[config.mk]
export PLATFORM = sky130hd
export DESIGN_NAME = vbi_pulse_det
export DESIGN_NICKNAME = d
export VERILOG_FILES = /design/src/rtl/vpd_pkg.sv /design/src/rtl/vpd_thresh.sv /design/src/rtl/vpd_sync_track.sv /design/src/rtl/vpd_width_meas.sv /design/src/rtl/vbi_pulse_det.sv
export SDC_FILE = /design/constraint.sdc
export NUM_CORES = 1
export LEC_CHECK = 0
export BUFFER_PORTS_ARGS = -buffer_cell sky130_fd_sc_hd__buf_2
export CAP_MARGIN = 20
export CORE_MARGIN = 5
export CORE_UTILIZATION = 45
export DETAILED_ROUTE_END_ITERATION = 10
export PLACE_DENSITY_LB_ADDON = 0.12
export SYNTH_ARGS = -nofsm -noshare
export SYNTH_HDL_FRONTEND = slang
export SYNTH_SLANG_ARGS = --single-unit
[constraint.sdc]
create_clock -name clk -period 3.2 [get_ports clk]
set_clock_uncertainty 0.05 [all_clocks]
set_input_delay 0.64 -clock clk [delete_from_list [all_inputs] [get_ports clk]]
set_output_delay 0.64 -clock clk [all_outputs]
set_load 0.005 [all_outputs]
[src/rtl/vpd_pkg.sv]
package vpd_pkg;
  localparam int VPD_TW     = 4;
  localparam int VPD_LW     = 6;
  localparam int VPD_CNT_W  = 8;
  localparam int VPD_TAIL_W = 4;

  // built-in limits used when the override select is clear
  localparam int PRE_WMIN    = 6;
  localparam int PRE_WMAX    = 9;
  localparam int PRE525_FIRST = 13;
  localparam int PRE525_LAST  = 21;
  localparam int PRE625_FIRST = 8;
  localparam int PRE625_LAST  = 16;
endpackage

[src/rtl/vpd_thresh.sv]
module vpd_thresh
  import vpd_pkg::*;
#(
  parameter int TW = VPD_TW,
  parameter int LW = VPD_LW
) (
  input  logic [TW-1:0] cfg_wmin_i,
  input  logic [TW-1:0] cfg_wmax_i,
  input  logic [LW-1:0] cfg_lstart_i,
  input  logic [LW-1:0] cfg_lend_i,
  input  logic          cfg_pal_i,
  input  logic          cfg_ovs_i,
  input  logic          cfg_ovr_i,
  output logic [TW:0]   wmin_o,
  output logic [TW:0]   wmax_o,
  output logic [LW-1:0] lstart_o,
  output logic [LW-1:0] lend_o
);
  logic [TW-1:0] src_min, src_max;

  always_comb begin
    if (cfg_ovr_i) begin
      src_min  = cfg_wmin_i;
      src_max  = cfg_wmax_i;
      lstart_o = cfg_lstart_i;
      lend_o   = cfg_lend_i;
    end else begin
      src_min  = TW'(PRE_WMIN);
      src_max  = TW'(PRE_WMAX);
      lstart_o = cfg_pal_i ? LW'(PRE625_FIRST) : LW'(PRE525_FIRST);
      lend_o   = cfg_pal_i ? LW'(PRE625_LAST)  : LW'(PRE525_LAST);
    end
  end

  // double-rate sampling: compare against twice the nominal limits
  always_comb begin
    if (cfg_ovs_i) begin
      wmin_o = {src_min, 1'b0};
      wmax_o = {src_max, 1'b0};
    end else begin
      wmin_o = {1'b0, src_min};
      wmax_o = {1'b0, src_max};
    end
  end
endmodule

[src/rtl/vpd_sync_track.sv]
module vpd_sync_track
  import vpd_pkg::*;
#(
  parameter int LW = VPD_LW
) (
  input  logic          clk,
  input  logic          rst_n,
  input  logic          vsync_i,
  input  logic          hsync_i,
  output logic          vs_rise_o,
  output logic          hs_rise_o,
  output logic [LW-1:0] line_o
);
  logic          vs_q, hs_q;
  logic [LW-1:0] line_q, line_d;

  assign vs_rise_o = vsync_i & ~vs_q;
  assign hs_rise_o = hsync_i & ~hs_q;
  assign line_o    = line_q;

  always_comb begin
    line_d = line_q;
    if (vs_rise_o)
      line_d = '0;
    else if (hs_rise_o && (line_q != '1))
      line_d = line_q + 1'b1;
  end

  always_ff @(posedge clk or negedge rst_n) begin
    if (!rst_n) begin
      vs_q   <= 1'b0;
      hs_q   <= 1'b0;
      line_q <= '0;
    end else begin
      vs_q   <= vsync_i;
      hs_q   <= hsync_i;
      line_q <= line_d;
    end
  end
endmodule

[src/rtl/vpd_width_meas.sv]
module vpd_width_meas
  import vpd_pkg::*;
#(
  parameter int CW = VPD_TW + 1
) (
  input  logic          clk,
  input  logic          rst_n,
  input  logic          csync_i,
  output logic          pend_o,
  output logic [CW-1:0] width_o
);
  logic          cs_q;
  logic [CW-1:0] cnt_q, cnt_d;

  // pulse ends when the level is first sampled high again
  assign pend_o  = csync_i & ~cs_q;
  assign width_o = cnt_q;

  always_comb begin
    if (csync_i)
      cnt_d = '0;
    else if (cnt_q == '1)
      cnt_d = cnt_q;
    else
      cnt_d = cnt_q + 1'b1;
  end

  always_ff @(posedge clk or negedge rst_n) begin
    if (!rst_n) begin
      cs_q  <= 1'b1;
      cnt_q <= '0;
    end else begin
      cs_q  <= csync_i;
      cnt_q <= cnt_d;
    end
  end
endmodule

[src/rtl/vbi_pulse_det.sv]
module vbi_pulse_det
  import vpd_pkg::*;
#(
  parameter int TW     = VPD_TW,
  parameter int LW     = VPD_LW,
  parameter int CNT_W  = VPD_CNT_W,
  parameter int TAIL_W = VPD_TAIL_W
) (
  input  logic          clk,
  input  logic          rst_n,
  input  logic          csync_i,
  input  logic          vsync_i,
  input  logic          hsync_i,
  input  logic [TW-1:0] cfg_wmin_i,
  input  logic [TW-1:0] cfg_wmax_i,
  input  logic [LW-1:0] cfg_lstart_i,
  input  logic [LW-1:0] cfg_lend_i,
  input  logic          cfg_pal_i,
  input  logic          cfg_prog_i,
  input  logic          cfg_ovs_i,
  input  logic          cfg_ovr_i,
  input  logic [1:0]    cfg_lim_i,
  output logic          det_o,
  output logic          det_vld_o
);
  localparam int CW = TW + 1;

  logic              vs_rise, hs_rise, pend;
  logic [LW-1:0]     line_q, lstart, lend;
  logic [CW-1:0]     width, wmin, wmax;
  logic              in_win, in_tail, hit, upd, pass;
  logic [TAIL_W-1:0] need;
  logic [CNT_W-1:0]  tot_q, tot_d;
  logic [TAIL_W-1:0] tail_q, tail_d;
  logic              det_q, det_d, vld_q, vld_d;

  vpd_thresh #(.TW(TW), .LW(LW)) u_thresh (
    .cfg_wmin_i(cfg_wmin_i), .cfg_wmax_i(cfg_wmax_i),
    .cfg_lstart_i(cfg_lstart_i), .cfg_lend_i(cfg_lend_i),
    .cfg_pal_i(cfg_pal_i), .cfg_ovs_i(cfg_ovs_i), .cfg_ovr_i(cfg_ovr_i),
    .wmin_o(wmin), .wmax_o(wmax), .lstart_o(lstart), .lend_o(lend)
  );

  vpd_sync_track #(.LW(LW)) u_sync (
    .clk(clk), .rst_n(rst_n), .vsync_i(vsync_i), .hsync_i(hsync_i),
    .vs_rise_o(vs_rise), .hs_rise_o(hs_rise), .line_o(line_q)
  );

  vpd_width_meas #(.CW(CW)) u_meas (
    .clk(clk), .rst_n(rst_n), .csync_i(csync_i),
    .pend_o(pend), .width_o(width)
  );

  // window, tail region and qualifying pulse
  assign in_win  = (line_q >= lstart) && (line_q <= lend);
  assign in_tail = in_win && (({1'b0, line_q} + (LW+1)'(2)) >= {1'b0, lend});
  assign hit     = pend && in_win && (width >= wmin) && (width <= wmax);

  // required tail count: 2 * (select + 1)
  assign need = TAIL_W'({cfg_lim_i, 1'b1}) + TAIL_W'(1);
  assign pass = (tot_q != '0) && (cfg_prog_i || (tail_q >= need));
  assign upd  = hs_rise && !vs_rise && (line_q == lend) && (lend != '1);

  always_comb begin
    tot_d  = tot_q;
    tail_d = tail_q;
    if (vs_rise) begin
      tot_d  = '0;
      tail_d = '0;
    end else if (hit) begin
      if (tot_q != '1)
        tot_d = tot_q + 1'b1;
      if (in_tail && (tail_q != '1))
        tail_d = tail_q + 1'b1;
    end
  end

  always_comb begin
    det_d = det_q;
    vld_d = 1'b0;
    if (upd) begin
      det_d = pass;
      vld_d = 1'b1;
    end
  end

  always_ff @(posedge clk or negedge rst_n) begin
    if (!rst_n) begin
      tot_q  <= '0;
      tail_q <= '0;
      det_q  <= 1'b0;
      vld_q  <= 1'b0;
    end else begin
      tot_q  <= tot_d;
      tail_q <= tail_d;
      det_q  <= det_d;
      vld_q  <= vld_d;
    end
  end

  assign det_o     = det_q;
  assign det_vld_o = vld_q;
endmodule

Word-level counts from Yosys, hierarchy flattened

Index checks and enable logic that the tools add are counted.
Widths: inputs -> output; s select.

Add/subtract/negate cells: 6
Magnitude comparators: 6
Eq/ne operators: 7
Mux-type cells: 19
Bitwise gates (word level): 6
Reductions and logical operators: 20

Operators with widths:

| cell                | number |
|---|---|
| $mux 6              | 4 |
| $mux 8              | 3 |
| $mux 4              | 5 |
| $mux 5              | 4 |
| $ne 6x6->1 const B  | 2 |
| $logic_and 1x1->1   | 11 |
| $add 8x1->8 const B | 1 |
| $ne 8x8->1 const B  | 1 |
| $reduce_bool 2->1   | 4 |
| $reduce_bool 8->1   | 1 |
| $add 6x2->7 const B | 1 |
| $ge 7x6->1          | 1 |
| $add 6x1->6 const B | 1 |
| $eq 6x6->1          | 1 |
| $ge 6x6->1          | 1 |
| $le 6x6->1          | 1 |
| $mux 3              | 2 |
| $add 5x1->5 const B | 1 |
| $eq 5x5->1 const B  | 1 |
| $ge 5x5->1          | 1 |
| $le 5x5->1          | 1 |
| $add 3x1->4 const B | 1 |
| $add 4x1->4 const B | 1 |
| $ge 4x4->1          | 1 |
| other kinds (8)     | 13 |

Register bits: 28
Output and inout port bits: 2
Word-level logic and storage cells: 73

Depth between registers and ports, before layout

Gate-level depths: netlist (run 1).

Depth in word-level cells: 9
Depth in mapped cells: 11
Mapped depth without buffers: 10

Modules after synthesis

From an unflattened synthesis (run 1), not the netlist that was laid out.

Cells, all modules: 289
Area, all modules: 2,533.7 um^2

By module, submodules not included:

| module         | times used | cells an instance | area an instance (um^2) | sequential area each (um^2) |
|---|---|---|---|---|
| vbi_pulse_det  | 1          | 188               | 1,600.3                 | 350.3 |
| vpd_sync_track | 1          | 43                | 439.2                   | 200.2 |
| vpd_width_meas | 1          | 22                | 269.0                   | 151.4 |
| vpd_thresh     | 1          | 36                | 225.2                   | 0.0 |

Worst setup path after synthesis (run 1)

Ideal clock, no wire load.

Kind: input port to flip-flop
Start point: input port cfg_ovr_i
End point: register tail_q[0]
Setup time: 0.078 ns
Data arrival time: 2.897 ns
Data required time: 3.072 ns
Slack: 0.175 ns
Stages on the path: 9
Path buffers: 2
Cells stage by stage: clkbuf_1 > clkbuf_1 > nand2_1 > ha_1 > nand2b_1 > o32ai_4 > o2111ai_4 > or4_1 > a21oi_1

Word-level cells in the longest chain between the ends: 8
Elaborated cells on any way between the ends: 20
Those cells by class: 5 x order compare; 6 x mux; 9 x reduce/logical

RTL lines:

| what                                            | RTL line            | source |
|---|---|---|
| start: declaration                              | vbi_pulse_det.sv:21 | `input logic cfg_ovr_i,` |
| $mux 6                                          | vpd_thresh.sv:22    | `if (cfg_ovr_i) begin` |
| $ge 6x6->1 / $le 6x6->1 (equally long branches) | vbi_pulse_det.sv:55 | `assign in_win = (line_q >= lstart) && (line_q <= lend);` |
| $logic_and 1x1->1                               | vbi_pulse_det.sv:55 |  |
| $logic_and 1x1->1 (3 in a row)                  | vbi_pulse_det.sv:57 | `assign hit = pend && in_win && (width >= wmin) && (width <= wmax);` |
| $reduce_bool 2->1 (no source line)              | -                   |  |
| $reduce_and 2->1 (no source line) (*)           | -                   |  |
| end signal: assignment                          | vbi_pulse_det.sv:95 | `tail_q <= tail_d;` |
| end: declaration                                | vbi_pulse_det.sv:34 | `logic [TAIL_W-1:0] tail_q, tail_d;` |

Every way passes the cells marked *; elsewhere a longest branch is shown, timed or not.
A chain may end at the register's enable or synchronous reset.

Worst setup path after layout (run 1)

Start point: input port cfg_ovr_i
End point: register tot_q[1]

Word-level cells in the longest chain between the ends: 8
Elaborated cells on any way between the ends: 16
Those cells by class: 4 x order compare; 6 x mux; 6 x reduce/logical

RTL lines:

| what                                            | RTL line            | source |
|---|---|---|
| $mux 6                                          | vpd_thresh.sv:22    |  |
| $ge 6x6->1 / $le 6x6->1 (equally long branches) | vbi_pulse_det.sv:55 |  |
| $logic_and 1x1->1                               | vbi_pulse_det.sv:55 |  |
| $logic_and 1x1->1 (2 in a row)                  | vbi_pulse_det.sv:57 |  |
| $logic_and 1x1->1 (*)                           | vbi_pulse_det.sv:57 |  |
| $reduce_bool 2->1 (no source line) (*)          | -                   |  |
| $reduce_and 2->1 (no source line) (*)           | -                   |  |
| end signal: assignment                          | vbi_pulse_det.sv:94 | `tot_q <= tot_d;` |
| end: declaration                                | vbi_pulse_det.sv:33 | `logic [CNT_W-1:0] tot_q, tot_d;` |

Marked as above.

==> qor.csv, run 1 <==
metric,value,unit
fmax,350,MHz
first-pass GRT wire length,9140,um
DP HPWL,4210,um
CTS tree,built,
DRT Wirelength,5240,um
area grow syn2layout,14.2,%
synth unique cells,48,
CTS hold repair buffers,0,
"most common cell after layout, fill and taps aside",ha_1,
status,"finished, final reports clean",
Synth Instances,270,
Yosys top cell area share,27.8,%
Detail Route Antenna Nets,0,
post-synthesis net count,337,
warnings from Yosys,0,
endpoints failing setup,0,
placed instance area,2700,um2
Critical Path Sink Type,flip-flop,
"commonest non-fill, non-tap cells in the layout","ha_1 (36), buf_2 (32), nand2_1 (28)",
CTS HTree Levels,1,
Crit Path Class,primary input to flip-flop,
I/O Buffers,32,
die area,6960,um2
n_diodes,0,
nets@finish,375,
Synth area leaders,"dfrtp_1 (28%), ha_1 (19%), nand2_1 (4.3%), mux2i_1 (4.1%), nor2_1 (3.4%)",
Leakage,0.00141,uW
sequential fraction of the synthesis area,28.9,%
Die H,83.4,um
largest net degree at the start of global routing,29,
IO Pins,33,
Pre-Repair DR Iteration Count,4,
layout cells sized above 1,16.9,%
Post-synth ARST share,100,%
CTS root buffer,clkbuf_8,
Avg WL per Cell,13.9,um
postcts setup bufs,0,
Worst EP required,3350,ps
fin area,2770,um2
Pwr Total,875,uW
dpl ws,72.1,ps
"Primary FF master, synth",dfrtp_1,
Rel. slew slack,57.7,%
Max Cap Violations,0,
number of synthesized register bits,28,
Skew-Pair Late Insertion Delay,270,ps
Residual DRC,0,
mapped cell area,2430,um2
Final Max Slew Viols,0,
Fin. Hold Viols,0,
Hold Crit Class,primary input to asynchronous set/reset pin,
max incr delay on CP,410,ps
Tcrit/Tclk final,89.2,%
VDD IR max,193,uV
via count,1992,
Num CTS Buffers,3,
"Min Clock Period, post-route",2850,ps
Die X,83.4,um
1st-iter DRT viols,49,
Initial Utilization,46.9,%
largest area contributor in the netlist,dfrtp_1,
initial antenna violation count,0,
worst-path cell chain,buf_2 -> inv_1 -> nor2_1 -> a21oi_1 -> ha_1 -> nand2b_1 -> o21ai_1 -> maj3_1 -> o2111a_1 -> nand3_1 -> mux2i_1,
Worst path slowest cell,maj3_1,
Critical Path AT,3000,ps
row cnt,26,
Worst Setup Start Kind,primary input,
synthesized area per cell,8.99,um2
worst-case clock buffer depth,2,
Worst Max-Slew Pin Slew,635,ps
GRT overflow,0,
number of global-route vias before repair,1907,
GRT Util Overall,15.6,%
Worst-path clk slew,90,ps
total core area,5170,um2
cell area power density,316,nW/um2
CTS sink cnt,28,
"EDFF count, synth",0,
Via density,5.28,
Fin Setup TNS,0,ps
CP Max Fanout,23,
Placer Congestion,0.777,
unrepaired setup endpoints after global routing,false,
Resize count post-CTS,0,
Setup WS post-layout,345,ps
## worst paths after layout
check,from,to,slack (ps),cells after the start
min in group clk,hsync_i,u_sync.hs_q$_DFF_PN0_,430,1
worst max register to register,u_sync.line_o[1]$_DFFE_PN0P_,tail_q[2]$_DFFE_PN0P_,630,10
worst max-delay path,cfg_ovr_i,tot_q[1]$_DFFE_PN0P_,350,11
worst min-delay path,rst_n,tot_q[1]$_DFFE_PN0P_,330,1
worst min register to register,det_o$_DFFE_PN0P_,det_o$_DFFE_PN0P_,440,1
max in group asynchronous,rst_n,tot_q[5]$_DFFE_PN0P_,2360,1
## layer usage
metal  track usage, %  vias to the layer above  wire length (um)
met4             3.07                        0                30
met3             2.77                        4               223
met5                0                        -                 0
met1             23.3                      888              2780
met2             23.7                       42              2200
li1                 -                     1058                 -
## final cells by class
type / count / area [um2]
fillers: 505 / 2400
multi-input cells: 220 / 1640
flip-flops and latches: 28 / 702
repair buffers: 38 / 205
well taps: 70 / 87.6
inverters: 17 / 63.8
clock buffers: 3 / 41.3
clock inverters: 1 / 30.0
## logic make-up after synthesis
logic type | share of synthesized area (%)
flip-flops | 28.9
buffers and inverters | 3.40
AO/OA/AOI/OAI | 17.7
AND/OR/NAND/NOR | 21.9
adder cells (fa/ha/maj) | 19.0
XOR/XNOR | 3.97
multiplexers | 5.05
## critical path: cells and delay by family
family          cells  cell delay [ps]
buf+inv             2              490
fa+ha+maj           2              700
simple gates        3              460
compound gates      3              510
mux                 1              200
## synth_stat cells, drive strengths merged, types with 2 or more instances
cell / count
a211oi: 4
a21o: 6
a21oi: 15
a31oi: 5
and3: 9
clkbuf: 5
dfrtp: 27
ha: 36
inv: 17
mux2: 2
mux2i: 10
nand2: 28
nand2b: 9
nand3: 14
nand4: 4
nor2: 22
nor2b: 4
nor3: 2
nor3b: 2
nor4: 4
o21ai: 10
o31ai: 2
o32ai: 2
or3: 2
xnor2: 6
xor2: 5
## power by group
| group | internal (uW) | leakage (uW) | total, uW | switching (uW) |
|---|---|---|---|---|
| clock network | 167 | 0.0000357 | 278 | 111 |
| registers | 366 | 0.000379 | 384 | 18.7 |
| logic | 92.4 | 0.000995 | 212 | 120 |
| total | 626 | 0.00141 | 875 | 249 |
## sequential cells by signal, indices dropped and copies added (netlist names)
name            count
u_sync.hs_q         1
det_o               1
u_meas.cs_q         1
tot_q               8
tail_q              4
det_vld_o           1
u_sync.line_o       6
u_sync.vs_q         1
u_meas.width_o      5
## metrics by stage
stage	instances	util, %	hold slack (ps)
after global routing	377	53.6	386
after CTS	377	53.6	345
after floorplan	270	-	294
after detailed placement	373	52.2	424
final	377	53.6	329
after global placement	373	52.2	414
Note: power is estimated with default switching activity, not from simulation.
==> run 2, diff against run 1 <==
SYNTH_HIERARCHICAL = 1   (was default)
==> qor.csv, run 2 <==
metric,value,unit
status,"finished, final reports clean",
Crit. Startpoint,cfg_ovr_i,
Critical Path Sink Type,flip-flop,
Placer Congestion,0.793,
CTS root buffer,clkbuf_8,
Tcrit/Tclk final,90.0,%
Worst Setup Start Kind,primary input,
most frequent cell after synthesis,ha_1,
Rel. slew slack,58.6,%
R2R Path End,tail_q[3]$_DFFE_PN0P_,
synth unique cells,53,
CP Max Fanout,20,
endpoints failing setup,0,
GRT Util Overall,15.2,%
DP HPWL,4150,um
"EDFF count, synth",0,
Leakage,0.00144,uW
Max Cap Violations,0,
"Min Clock Period, post-route",2880,ps
Via density,5.45,
Resize count post-CTS,0,
Die X,85.0,um
Detail Route Antenna Nets,0,
GRT overflow,0,
Final Max Slew Viols,0,
"Primary FF master, synth",dfrtp_1,
area grow syn2layout,11.6,%
CTS tree,built,
Crit Path Class,primary input to flip-flop,
initial antenna violation count,0,
Largest register FFs,8,
Avg WL per Cell,13.6,um
layout cells sized above 1,16.3,%
Worst Max-Slew Pin Slew,622,ps
Initial Utilization,46.3,%
1st-iter DRT viols,109,
largest net degree at the start of global routing,29,
warnings from Yosys,6,
"most common cell after layout, fill and taps aside",ha_1,
via count,2137,
Top reg by flops,tot_q,
n_diodes,0,
nets@finish,390,
I/O Buffers,32,
post-synthesis net count,358,
Hold Crit Class,primary input to asynchronous set/reset pin,
IO Pins,33,
Die H,85.0,um
Synth area leaders,"dfrtp_1 (27%), ha_1 (19%), inv_1 (5.5%), a21oi_1 (3.4%), nand3_1 (3.2%)",
R2R depth,9,
number of global-route vias before repair,2017,
FILL cells,536,
Post-synth ARST share,100,%
die area,7230,um2
worst-case clock buffer depth,2,
Worst EP required,3350,ps
crit path capture,tail_q[3]$_DFFE_PN0P_,
"commonest non-fill, non-tap cells in the layout","ha_1 (38), inv_1 (37), buf_2 (32)",
Residual DRC,0,
DRT Wirelength,5320,um
Worst-path clk slew,90,ps
Synth Instances,289,
R2R setup slack,500,ps
first-pass GRT wire length,9290,um
VDD IR max,186,uV
Yosys top cell area share,26.7,%
postcts setup bufs,0,
Critical Path AT,3020,ps
number of synthesized register bits,28,
CTS HTree Levels,1,
row cnt,27,
unrepaired setup endpoints after global routing,false,
CTS hold repair buffers,0,
total core area,5470,um2
reg2reg start,u_sync/line_o[2]$_DFFE_PN0P_,
placed cells,388,
Pre-Repair DR Iteration Count,4,
Skew-Pair Late Insertion Delay,270,ps
Synth top cells by count,"ha_1 (38), inv_1 (37), dfrtp_1 (27)",
CTS sink cnt,28,
post-route insts no fill,392,
Fin. Hold Viols,0,
cell area power density,317,nW/um2
largest area contributor in the netlist,dfrtp_1,
mapped cell area,2530,um2
Fin Setup TNS,0,ps
Num CTS Buffers,3,
synthesized area per cell,8.77,um2
sequential fraction of the synthesis area,27.7,%
fmax,347,MHz
==> run 2: changes by cell type in the layout (fill, tap and decap cells not counted), moves of 4 or more <==
| cell | delta |
|---|---|
| nor2_1 | -11 |
| o21ai_0 | +5 |
| and2_1 | +6 |
| nor2b_1 | +4 |
| nand2_1 | -20 |
| a21o_1 | +4 |
| o31ai_1 | +7 |
| or4_1 | +7 |
| inv_1 | +20 |
| a21oi_1 | +4 |
| mux2i_1 | -5 |
==> run 2: layout make-up <==
cell class / count / area (um2) / share of cell area, %
Clock buffer: 3 / 41.3 / 1.46
Sequential cell: 28 / 702 / 24.8
Tap cell: 72 / 90.1 / 3.19
Clock inverter: 1 / 30.0 / 1.06
Inverter: 38 / 143 / 5.04
Multi-Input combinational cell: 215 / 1640 / 58.0
Timing Repair Buffer: 35 / 183 / 6.46
==> run 2: cells by family after synthesis <==
family                     synth area share [%]
AOI/OAI and AO/OA                          17.9
buffers and inverters                      7.60
and+or+nand+nor                            23.1
adders and majority gates                  18.8
muxes                                      2.86
xor gates and xnor gates                   2.07
DFF                                        27.7
==> run 2: per-layer routing <==
metal | share of wire [%] | vias to the layer above | track usage, %
met5 | 0 | - | 0
met4 | 1.3 | 0 | 3.45
met3 | 5.5 | 8 | 2.43
met2 | 43 | 47 | 24.2
met1 | 50 | 967 | 21.5
li1 | - | 1115 | -
==> run 2: power by group <==
group          switching (uW)  internal [uW]
Clock                     110            168
Sequential               28.5            368
Combinational             118            106
Total                     257            641
==> run 2: stage by stage <==
| stage | cell area (um2) | utilization [%] | setup slack (ps) | hold slack (ps) | power (uW) |
|---|---|---|---|---|---|
| 6_report | 2830 | 51.7 | 321 | 318 | 898 |
| 5_1_grt | 2830 | 51.7 | 110 | 372 | 961 |
| 4_1_cts | 2830 | 51.7 | 317 | 346 | 912 |
| 3_5_place_dp | 2760 | 50.4 | 86.8 | 445 | 627 |
| 3_3_place_gp | 2760 | 50.4 | 124 | 443 | 626 |
| 2_1_floorplan | 2530 | - | 444 | 294 | 556 |
==> run 2: worst min-delay path by stage <==
stage / from / endpoint / slack, ps / cells after the start
6_report: rst_n / u_sync/vs_q$_DFF_PN0_ / 320 / 1
5_1_grt: rst_n / det_o$_DFFE_PN0P_ / 370 / 1
4_1_cts: rst_n / tot_q[5]$_DFFE_PN0P_ / 350 / 1
3_5_place_dp: det_o$_DFFE_PN0P_ / det_o$_DFFE_PN0P_ / 440 / 1
3_3_place_gp: det_o$_DFFE_PN0P_ / det_o$_DFFE_PN0P_ / 440 / 1
2_1_floorplan: rst_n / det_o$_DFFE_PN0P_ / 290 / 0
==> run 2: critical path, stage by stage <==
cell and delay, ps:
buf_2 170, nor2_1 240, a21o_1 130, inv_1 60, ha_1 260, nand4_1 130
nor3b_2 230, a21oi_1 70, nand4b_1 180, buf_4 220, or4_1 500, a21oi_1 190
